==> src/rtl/ep0_setup_pkg.sv <==
package ep0_setup_pkg;

    typedef enum logic [1:0] {
        HS_ACK   = 2'd0,
        HS_NAK   = 2'd1,
        HS_STALL = 2'd2
    } hs_code_e;

    typedef enum logic [1:0] {
        PK_IDLE  = 2'd0,
        PK_SETUP = 2'd1,
        PK_OUT   = 2'd2
    } pkt_kind_e;

endpackage

==> src/rtl/ep0_pkt_track.sv <==
// Tracks which token opened the current data packet and the byte index in it.
module ep0_pkt_track
    import ep0_setup_pkg::*;
#(
    parameter int LEN_W = 7
) (
    input  logic             clk,
    input  logic             rst_n,
    input  logic             tok_setup,
    input  logic             tok_out,
    input  logic             byte_vld,
    input  logic             pkt_end,
    output pkt_kind_e        kind,
    output logic [LEN_W-1:0] idx,
    output logic [LEN_W-1:0] end_len
);

    typedef struct packed {
        pkt_kind_e        kind;
        logic [LEN_W-1:0] len;
    } trk_s;

    trk_s trk_d, trk_q;
    logic at_max;

    always_comb begin
        at_max = (trk_q.len == {LEN_W{1'b1}});
        trk_d  = trk_q;
        if (tok_setup) begin
            trk_d.kind = PK_SETUP;
            trk_d.len  = '0;
        end else if (tok_out) begin
            trk_d.kind = PK_OUT;
            trk_d.len  = '0;
        end else if (pkt_end) begin
            trk_d.kind = PK_IDLE;
            trk_d.len  = '0;
        end else if (byte_vld && !at_max) begin
            trk_d.len = trk_q.len + 1'b1;
        end
    end

    always_ff @(posedge clk or negedge rst_n) begin
        if (!rst_n) begin
            trk_q <= '{kind: PK_IDLE, len: '0};
        end else begin
            trk_q <= trk_d;
        end
    end

    assign kind    = trk_q.kind;
    assign idx     = trk_q.len;
    assign end_len = (byte_vld && !at_max) ? trk_q.len + 1'b1 : trk_q.len;

    // byte index restarts at zero after every token
    a_r2_idx_restart: assert property (@(posedge clk) disable iff (!rst_n)
        (tok_setup || tok_out) |=> (idx == '0));

endmodule

==> src/rtl/ep0_ctl_regs.sv <==
// Control endpoint state: setup flag, stalls, toggles, counts and handshake.
module ep0_ctl_regs
    import ep0_setup_pkg::*;
#(
    parameter int DEPTH = 64,
    parameter int CNT_W = 7
) (
    input  logic             clk,
    input  logic             rst_n,
    input  pkt_kind_e        kind,
    input  logic             pkt_end,
    input  logic [CNT_W-1:0] end_len,
    input  logic             in_acked,
    input  logic             fw_setup_clr,
    input  logic             fw_rx_clr,
    input  logic             fw_tx_arm,
    input  logic [CNT_W-1:0] fw_tx_len,
    input  logic             fw_stall_rx_set,
    input  logic             fw_stall_tx_set,
    output logic             hs_vld,
    output hs_code_e         hs_code,
    output logic [CNT_W-1:0] rx_cnt,
    output logic [CNT_W-1:0] tx_cnt,
    output logic             tx_armed,
    output logic             rx_tog,
    output logic             tx_tog,
    output logic             stall_rx,
    output logic             stall_tx,
    output logic             setup_irq
);

    localparam logic [CNT_W:0]   DEPTH_X   = (CNT_W+1)'(DEPTH);
    localparam logic [CNT_W-1:0] SETUP_LEN = CNT_W'(8);

    typedef struct packed {
        logic             hs_vld;
        hs_code_e         hs_code;
        logic [CNT_W-1:0] rx_cnt;
        logic [CNT_W-1:0] tx_cnt;
        logic             tx_armed;
        logic             rx_tog;
        logic             tx_tog;
        logic             stall_rx;
        logic             stall_tx;
        logic             setup_irq;
    } ctl_s;

    ctl_s ctl_d, ctl_q;
    logic setup_ok;
    logic setup_bad;
    logic out_end;
    logic [CNT_W:0] rx_sum;

    always_comb begin
        setup_ok  = pkt_end && (kind == PK_SETUP) && (end_len == SETUP_LEN);
        setup_bad = pkt_end && (kind == PK_SETUP) && (end_len != SETUP_LEN);
        out_end   = pkt_end && (kind == PK_OUT);
        rx_sum    = {1'b0, ctl_q.rx_cnt} + {1'b0, end_len};

        ctl_d         = ctl_q;
        ctl_d.hs_vld  = 1'b0;
        ctl_d.hs_code = HS_ACK;

        // firmware controls, lowest priority
        if (fw_stall_rx_set) ctl_d.stall_rx  = 1'b1;
        if (fw_stall_tx_set) ctl_d.stall_tx  = 1'b1;
        if (fw_setup_clr)    ctl_d.setup_irq = 1'b0;
        if (fw_rx_clr)       ctl_d.rx_cnt    = '0;
        if (in_acked && ctl_q.tx_armed) begin
            ctl_d.tx_armed = 1'b0;
            ctl_d.tx_tog   = ~ctl_q.tx_tog;
        end
        if (fw_tx_arm) begin
            ctl_d.tx_armed = 1'b1;
            ctl_d.tx_cnt   = fw_tx_len;
        end

        // OUT data completion
        if (out_end) begin
            ctl_d.hs_vld = 1'b1;
            if (ctl_q.setup_irq) begin
                ctl_d.hs_code = HS_NAK;
            end else if (ctl_q.stall_rx) begin
                ctl_d.hs_code = HS_STALL;
            end else begin
                ctl_d.hs_code = HS_ACK;
                ctl_d.rx_cnt  = (rx_sum > DEPTH_X) ? DEPTH_X[CNT_W-1:0] : rx_sum[CNT_W-1:0];
                ctl_d.rx_tog  = ~ctl_q.rx_tog;
            end
        end

        // accepted SETUP overrides everything
        if (setup_ok) begin
            ctl_d.hs_vld    = 1'b1;
            ctl_d.hs_code   = HS_ACK;
            ctl_d.setup_irq = 1'b1;
            ctl_d.stall_rx  = 1'b0;
            ctl_d.stall_tx  = 1'b0;
            ctl_d.tx_armed  = 1'b0;
            ctl_d.tx_cnt    = '0;
            ctl_d.rx_cnt    = '0;
            ctl_d.rx_tog    = 1'b1;
            ctl_d.tx_tog    = 1'b1;
        end
    end

    always_ff @(posedge clk or negedge rst_n) begin
        if (!rst_n) begin
            ctl_q <= '{hs_vld: 1'b0, hs_code: HS_ACK, rx_cnt: '0, tx_cnt: '0,
                       tx_armed: 1'b0, rx_tog: 1'b0, tx_tog: 1'b0,
                       stall_rx: 1'b0, stall_tx: 1'b0, setup_irq: 1'b0};
        end else begin
            ctl_q <= ctl_d;
        end
    end

    assign hs_vld    = ctl_q.hs_vld;
    assign hs_code   = ctl_q.hs_code;
    assign rx_cnt    = ctl_q.rx_cnt;
    assign tx_cnt    = ctl_q.tx_cnt;
    assign tx_armed  = ctl_q.tx_armed;
    assign rx_tog    = ctl_q.rx_tog;
    assign tx_tog    = ctl_q.tx_tog;
    assign stall_rx  = ctl_q.stall_rx;
    assign stall_tx  = ctl_q.stall_tx;
    assign setup_irq = ctl_q.setup_irq;

    a_r3_setup_acked: assert property (@(posedge clk) disable iff (!rst_n)
        setup_ok |=> (hs_vld && hs_code == HS_ACK));

    a_r4_bad_setup_silent: assert property (@(posedge clk) disable iff (!rst_n)
        setup_bad |=> !hs_vld);

    a_r5_setup_clears: assert property (@(posedge clk) disable iff (!rst_n)
        setup_ok |=> (!stall_rx && !stall_tx && !tx_armed && rx_cnt == '0 && tx_cnt == '0));

    a_r6_toggles_one: assert property (@(posedge clk) disable iff (!rst_n)
        setup_ok |=> (rx_tog && tx_tog));

    a_r7_flag_held: assert property (@(posedge clk) disable iff (!rst_n)
        (setup_irq && !fw_setup_clr) |=> setup_irq);

    a_r8_nak_pending: assert property (@(posedge clk) disable iff (!rst_n)
        (out_end && setup_irq) |=> (hs_vld && hs_code == HS_NAK && $stable(rx_cnt) && $stable(rx_tog)));

    a_r10_rx_bound: assert property (@(posedge clk) disable iff (!rst_n)
        ({1'b0, rx_cnt} <= DEPTH_X));

endmodule

==> src/rtl/ep0_setup_ctl.sv <==
// Control endpoint SETUP handler top.
module ep0_setup_ctl
    import ep0_setup_pkg::*;
#(
    parameter  int DEPTH  = 64,
    localparam int ADDR_W = $clog2(DEPTH),
    localparam int CNT_W  = $clog2(DEPTH + 1)
) (
    input  logic              clk,
    input  logic              rst_n,
    input  logic              tok_setup,
    input  logic              tok_out,
    input  logic              rx_byte_vld,
    input  logic [7:0]        rx_byte,
    input  logic              rx_pkt_end,
    input  logic              in_acked,
    input  logic              fw_setup_clr,
    input  logic              fw_rx_clr,
    input  logic              fw_tx_arm,
    input  logic [CNT_W-1:0]  fw_tx_len,
    input  logic              fw_stall_rx_set,
    input  logic              fw_stall_tx_set,
    output logic              hs_vld,
    output logic [1:0]        hs_code,
    output logic              buf_we,
    output logic [ADDR_W-1:0] buf_addr,
    output logic [7:0]        buf_wdata,
    output logic [CNT_W-1:0]  rx_cnt,
    output logic [CNT_W-1:0]  tx_cnt,
    output logic              tx_armed,
    output logic              rx_tog,
    output logic              tx_tog,
    output logic              stall_rx,
    output logic              stall_tx,
    output logic              setup_irq
);

    localparam logic [CNT_W:0] DEPTH_X = (CNT_W+1)'(DEPTH);

    pkt_kind_e        kind;
    logic [CNT_W-1:0] idx;
    logic [CNT_W-1:0] end_len;
    hs_code_e         hs_code_e_w;
    logic [CNT_W:0]   wr_pos;
    logic             wr_ok;

    ep0_pkt_track #(.LEN_W(CNT_W)) u_track (
        .clk      (clk),
        .rst_n    (rst_n),
        .tok_setup(tok_setup),
        .tok_out  (tok_out),
        .byte_vld (rx_byte_vld),
        .pkt_end  (rx_pkt_end),
        .kind     (kind),
        .idx      (idx),
        .end_len  (end_len)
    );

    ep0_ctl_regs #(.DEPTH(DEPTH), .CNT_W(CNT_W)) u_regs (
        .clk            (clk),
        .rst_n          (rst_n),
        .kind           (kind),
        .pkt_end        (rx_pkt_end),
        .end_len        (end_len),
        .in_acked       (in_acked),
        .fw_setup_clr   (fw_setup_clr),
        .fw_rx_clr      (fw_rx_clr),
        .fw_tx_arm      (fw_tx_arm),
        .fw_tx_len      (fw_tx_len),
        .fw_stall_rx_set(fw_stall_rx_set),
        .fw_stall_tx_set(fw_stall_tx_set),
        .hs_vld         (hs_vld),
        .hs_code        (hs_code_e_w),
        .rx_cnt         (rx_cnt),
        .tx_cnt         (tx_cnt),
        .tx_armed       (tx_armed),
        .rx_tog         (rx_tog),
        .tx_tog         (tx_tog),
        .stall_rx       (stall_rx),
        .stall_tx       (stall_tx),
        .setup_irq      (setup_irq)
    );

    assign hs_code = hs_code_e_w;

    // Buffer write path: setup bytes always land from address zero,
    // OUT bytes only when neither pending setup nor receive halt blocks them.
    always_comb begin
        wr_pos = '0;
        wr_ok  = 1'b0;
        if (kind == PK_SETUP) begin
            wr_pos = {1'b0, idx};
            wr_ok  = 1'b1;
        end else if (kind == PK_OUT) begin
            wr_pos = {1'b0, rx_cnt} + {1'b0, idx};
            wr_ok  = !setup_irq && !stall_rx;
        end
    end

    assign buf_we    = rx_byte_vld && wr_ok && (wr_pos < DEPTH_X);
    assign buf_addr  = wr_pos[ADDR_W-1:0];
    assign buf_wdata = rx_byte;

    // no buffer write for OUT data while the setup flag is pending
    a_r8_no_write_pending: assert property (@(posedge clk) disable iff (!rst_n)
        (kind == PK_OUT && setup_irq) |-> !buf_we);

    // no buffer write for OUT data while the receive side is halted
    a_r9_no_write_stalled: assert property (@(posedge clk) disable iff (!rst_n)
        (kind == PK_OUT && stall_rx) |-> !buf_we);

    // setup bytes are never blocked
    a_r2_setup_write: assert property (@(posedge clk) disable iff (!rst_n)
        (kind == PK_SETUP && rx_byte_vld && {1'b0, idx} < DEPTH_X) |-> buf_we);

endmodule

==> config.mk <==
export PLATFORM = sky130hd
export DESIGN_NAME = ep0_setup_ctl
export DESIGN_NICKNAME = d
export VERILOG_FILES = /design/src/rtl/ep0_setup_pkg.sv /design/src/rtl/ep0_pkt_track.sv /design/src/rtl/ep0_ctl_regs.sv /design/src/rtl/ep0_setup_ctl.sv
export SDC_FILE = /design/constraint.sdc
export NUM_CORES = 1
export LEC_CHECK = 0
export ABC_AREA = 1
export CAP_MARGIN = 30
export CORE_MARGIN = 5
export CORE_UTILIZATION = 40
export CTS_BUF_LIST = sky130_fd_sc_hd__clkbuf_4 sky130_fd_sc_hd__clkbuf_8 sky130_fd_sc_hd__clkbuf_16
export DETAILED_ROUTE_END_ITERATION = 10
export DONT_BUFFER_PORTS = 1
export PLACE_DENSITY = 0.55
export SLEW_MARGIN = 20
export SYNTH_ARGS = -nofsm -noshare
export SYNTH_HDL_FRONTEND = slang
export SYNTH_SLANG_ARGS = --single-unit
==> constraint.sdc <==
create_clock -name clk -period 3.1 [get_ports clk]
set_input_delay 0.62 -clock clk [delete_from_list [all_inputs] [get_ports clk]]
set_output_delay 0.62 -clock clk [all_outputs]
set_load 0.1 [all_outputs]
==> results of run 1 <==
## worst max-delay path by stage
stage | to | slack (ns) | cells past startpoint
floorplan | buf_addr[0] | -0.32 | 3
global placement | u_regs.rx_cnt[4]$_DFF_PN0_ | 0.24 | 21
detailed placement | u_regs.rx_cnt[4]$_DFF_PN0_ | 0.16 | 21
CTS | u_regs.rx_cnt[4]$_DFF_PN0_ | 0.13 | 21
global route | u_regs.rx_cnt[1]$_DFF_PN0_ | -0.01 | 19
finish | buf_addr[4] | 0.12 | 10
## cell families after synthesis
family,synth area share [%]
AND/OR/NAND/NOR,33.4
buffers and inverters,11.4
AO/OA/AOI/OAI,10.5
flip-flops,32.4
adder cells (fa/ha/maj),9.72
XOR/XNOR,2.53
## critical path, stage by stage (launching register included)
cell and delay (ns):
dfrtp_1 0.42, buf_4 0.15, ha_2 0.17, fa_1 0.44, nand2_1 0.09, inv_1 0.07
o21ai_0 0.16, nand2_1 0.09, xor2_1 0.15, o22ai_2 0.14, buf_12 0.20
## layer usage
layer	GRT usage, %	up-vias
li1	-	1127
met1	22.4	1024
met2	30.6	53
met3	4.56	5
met4	3.71	0
met5	0	-
## final cells by class
class | instances | area share [%]
Timing Repair Buffer | 23 | 7.52
Clock buffer | 6 | 2.63
Tap cell | 75 | 3.24
Multi-Input combinational cell | 246 | 50.1
Inverter | 54 | 7.26
Clock inverter | 2 | 1.21
Sequential cell | 32 | 28.1
## flip-flops by register name, summed over array words and instances (netlist names), 2 cells and up
signal,flops
u_regs.rx_cnt,7
u_regs.hs_code,2
u_track.kind,2
u_track.idx,7
u_regs.tx_cnt,7
## cells in the final DEF (no fill, tap or decap), types with 7 or more instances in the layout
cell	instances
a21oi_1	15
a21oi_2	8
buf_4	19
dfrtp_1	24
dfrtp_2	7
ha_1	13
inv_1	50
nand2_1	95
nand3_1	32
nand4_1	7
nor2_1	28
o21ai_0	8
## power breakdown
group	total, mW	switching, mW	internal, mW
clock network	0.404	0.157	0.247
logic	0.222	0.152	0.0693
registers	0.625	0.181	0.443
total	1.25	0.491	0.760
## what timing repair did
action | in CTS | in global routing
endpoints found under the hold margin | 0 | 0
resized for setup | 0 | 3
setup endpoints to repair | 0 | 7
buffers inserted | 0 | 4
==> impl_metrics.toml, run 1 <==
[floorplan]
rows = 28
coreArea_mm2 = 0.00596
io_pins = 65
start_util_pct = 41.5
dieHeight_um = 88.6
die_x_um = 88.6
dieArea_mm2 = 0.00785

[critical_path]
regToRegSetupSlack_ns = 0.26
worstPathRequired_ns = 2.48
setup.worst_path.end_class = "output pin"
crit_fanout = 3
reg2reg_from = "u_track.idx[0]$_DFF_PN0_"
arrival_ns = 2.36
r2r_end = "u_regs.rx_cnt[4]$_DFF_PN0_"
r2r_cells = 21
path_class = "reg -> out"
start_kind = "flip-flop"
crit_start = "u_track.idx[0]$_DFF_PN0_"

[placed_design]
finalWeightedCongestion = 0.827
dpl.hpwl_mm = 5.21
dp_cells = 426
io_buffers = 0
pre_cts_ws_ns = 0.157
place_area_mm2 = 0.00275

[drt]
drtAntennaViolNets = 0
top_layer = "met4"
drtIter0Drc = 52
routed_via_density = 5.04
remaining_drc_errors = 0
num_vias = 2209
routed_wl_mm = 6.50
m1WireLength_mm = 2.80
first_pass_iters = 4
met2_length_mm = 3.25
wl_met3_um = 397
wl_per_cell_um = 14.8

[synthesis]
ys.flop_type = "dfrtp_1"
syn_area_mm2 = 0.00247
synth_seq_area_share_pct = 32.4
async_reset_ff_share_pct = 100
yosysWarningCount = 0
synth_fp_nets = 388
synth_area_leaders = "dfrtp_1, nand2_1, ha_1"
synth_cells = 343
synth.avg_cell_area_um2 = 7.21
yosysUniqueCellTypes = 33
synth_edf_count = 0
synth_commonest_cells = "nand2_1, inv_1, dfrtp_1, nand3_1, nor2_1"
synth_top_area_share_pct = 32.4
yosys.area.top_type = "dfrtp_1"
synth_seq_cells = 32
synth.most_common_cell = "nand2_1"

[global_route]
grt_pass1_wl_mm = 10.8
overflow = 0
grtUsageTotal_pct = 17.8
antenna_found_initial = 0
grt_max_degree = 33
grt_pass1_vias = 2245

[job]
drv_cap = 0

[clock_network]
tritoncts = "built"
root_buffer = "clkbuf_8"
clk_pin_slew_ns = 0.07
clock_latency_ns = 0.28
cts-buffers-inserted = 5
max-clock-path-buffers = 2
hold_buffers = 0
cts_htree_levels = 2
cts_sinks = 32

[timing]
setup_tns_ns = 0
whs_ns = 0.0237
layout_setup_ws_ns = 0.122
finalHoldViolations = 0
clock.fmax_ghz = 0.336
setup_viol = 0
clock_skew_ns = 0.00762
timing.final.crit_share_pct = 96.1
worst_pin_slew_ns = 0.945
max_slew_margin_pct = 37.0
finalMaxSlewViolations = 0
fin_crit_ns = 2.98

[power_and_ir_drop]
leakage_nw = 1.52
fin_total_pwr_mw = 1.25
powerDensity_mw_per_mm2 = 432
ir_drop_v = 0.000449

[layout]
fillers = 614
syn_to_final_growth_pct = 17.2
layoutNonFillerInstCount = 438
multi_input_comb_area_mm2 = 0.00145
seq_area_um2 = 813
drive_gt1_share_pct = 21.2
nets = 407
antenna_cells = 0
final_util_pct = 48.6
postLayoutCellArea_mm2 = 0.00290

[outcome]
status = "complete, no violations"

[hold_path]
hold_class = "in -> async"
Note: power is estimated with default switching activity, not from simulation.
==> run 2, diff against run 1 <==
- CORE_ASPECT_RATIO: not set -> 0.5
==> run 2 against run 1 <==
Compared with the run above: hold slack better by 0.011 ns; via count up 1.6%; critical path type unchanged; critical path depth down 1; maximum frequency up 1.7%.
==> impl_metrics.toml, run 2 (synthesized netlist as in run 1, its figures left out) <==
[outcome]
status = "complete, no violations"

[drt]
remaining_drc_errors = 0
first_pass_iters = 4
drtIter0Drc = 155
wl_per_cell_um = 14.2
routed_wl_mm = 6.37
drtAntennaViolNets = 0
num_vias = 2244
routed_via_density = 5.02

[clock_network]
clock_latency_ns = 0.28
cts_htree_levels = 2
tritoncts = "built"
cts_setup_buffers = 0
max-clock-path-buffers = 2
root_buffer = "clkbuf_16"
clk_pin_slew_ns = 0.05
cts_sinks = 32
cts-buffers-inserted = 5
hold_buffers = 0

[layout]
fillers = 619
nets = 403
drive_gt1_share_pct = 19.8
antenna_cells = 0
layout_commonest_cell = "nand2_1"
postLayoutCellArea_mm2 = 0.00295
final_cell_mix = "nand2_1, inv_1, nand3_1, nor2_1, dfrtp_1"
syn_to_final_growth_pct = 19.2

[power_and_ir_drop]
ir_drop_v = 0.000272
leakage_nw = 1.54
fin_total_pwr_mw = 1.41
powerDensity_mw_per_mm2 = 478

[timing]
finalHoldViolations = 0
max_slew_margin_pct = 37.1
rsz0062_at_grt = "no"
setup_tns_ns = 0
worst_pin_slew_ns = 0.944
whs_ns = 0.0345
clock_skew_ns = 0.00525
finalMaxSlewViolations = 0
setup_viol = 0
fin_crit_ns = 2.93
timing.final.crit_share_pct = 94.5
clock.fmax_ghz = 0.341

[placed_design]
dpl.hpwl_mm = 5.17
finalWeightedCongestion = 0.948
place_area_mm2 = 0.00278
io_buffers = 0

[critical_path]
setup.worst_path.end_class = "output pin"
cp_num_buf_inv = 2
crit_top_cell = "nand2_1"
crit_fanout = 3
path_class = "reg -> out"
crit_slowest_cell = "dfrtp_4"
path_delay_family = "adder cells"
start_kind = "flip-flop"
worstPathCellList = "ha_2 -> fa_1 -> nand2_1 -> inv_1 -> o21ai_0 -> nand2_1 -> xor2_1 -> o22ai_2 -> buf_12"
critPathMaxStageDelay_ns = 0.48
arrival_ns = 2.31
worstPathRequired_ns = 2.48

[global_route]
antenna_found_initial = 0
grt_pass1_wl_mm = 10.7
grt_max_degree = 33
grt_pass1_vias = 2135
overflow = 0
grtUsageTotal_pct = 17.0

[hold_path]
hold_class = "in -> async"

[floorplan]
start_util_pct = 41.0
io_pins = 65
rows = 20
dieArea_mm2 = 0.00795
die_x_um = 121
dieHeight_um = 65.6
coreArea_mm2 = 0.00603

[job]
drv_cap = 0
## run 2: cell types whose count changed in the layout (fill, tap and decap cells not counted)
cell / previous run / this run
ha_2: 3 / 1
buf_8: 1 / 0
clkbuf_16: 0 / 5
buf_4: 19 / 15
clkbuf_8: 5 / 0
buf_16: 0 / 1
ha_1: 13 / 15
## run 2: metrics by stage
stage | instances | setup WS (ns) | utilization, %
after floorplan | 343 | -0.320 | -
after global placement | 438 | 0.235 | 45.6
after detailed placement | 439 | 0.165 | 46.1
after CTS | 447 | 0.151 | 48.8
after global routing | 447 | 0.0115 | 48.9
final | 447 | 0.171 | 48.9
## run 2: where the power goes
group          switching (mW)  internal (mW)
clock                   0.176          0.386
sequential              0.184          0.444
combinational           0.152         0.0676
## run 2: routing by layer
metal  global-route usage (%)  share of wire (%)
met5                        0                  0
met4                     4.33                1.1
met3                     3.87                6.8
met2                     26.7                 43
met1                     23.9                 49
## run 2: layout make-up
class | count | area (um2) | area share (%)
Inverter | 54 | 210 | 7.13
Timing Repair Buffer | 19 | 200 | 6.79
Clock inverter | 2 | 35.0 | 1.19
Sequential cell | 32 | 813 | 27.6
Tap cell | 88 | 110 | 3.74
Clock buffer | 6 | 133 | 4.50
Multi-Input combinational cell | 246 | 1450 | 49.0
## run 2: path summary, 6_finish.rpt
kind | startpoint | slack (ns) | end | cells after the start
max in group asynchronous | rst_n | 2.98 | u_track.idx[1]$_DFF_PN0_ | 0
setup / recovery | u_regs.rx_cnt[0]$_DFF_PN0_ | 0.17 | buf_addr[4] | 9
hold reg to reg | u_track.kind[0]$_DFFE_PN0P_ | 0.57 | u_track.kind[0]$_DFFE_PN0P_ | 2
min in group clk | fw_setup_clr | 0.43 | u_regs.setup_irq$_DFFE_PN0P_ | 1
hold / removal | rst_n | 0.03 | u_regs.rx_cnt[5]$_DFF_PN0_ | 0
setup reg to reg | u_track.idx[1]$_DFF_PN0_ | 0.22 | u_regs.rx_cnt[4]$_DFF_PN0_ | 19
## run 2: timing repair
| action | CTS | global route |
|---|---|---|
| hold endpoints to repair | 0 | 0 |
| resized for setup | 0 | 1 |
| endpoints found under the setup margin | 0 | 6 |
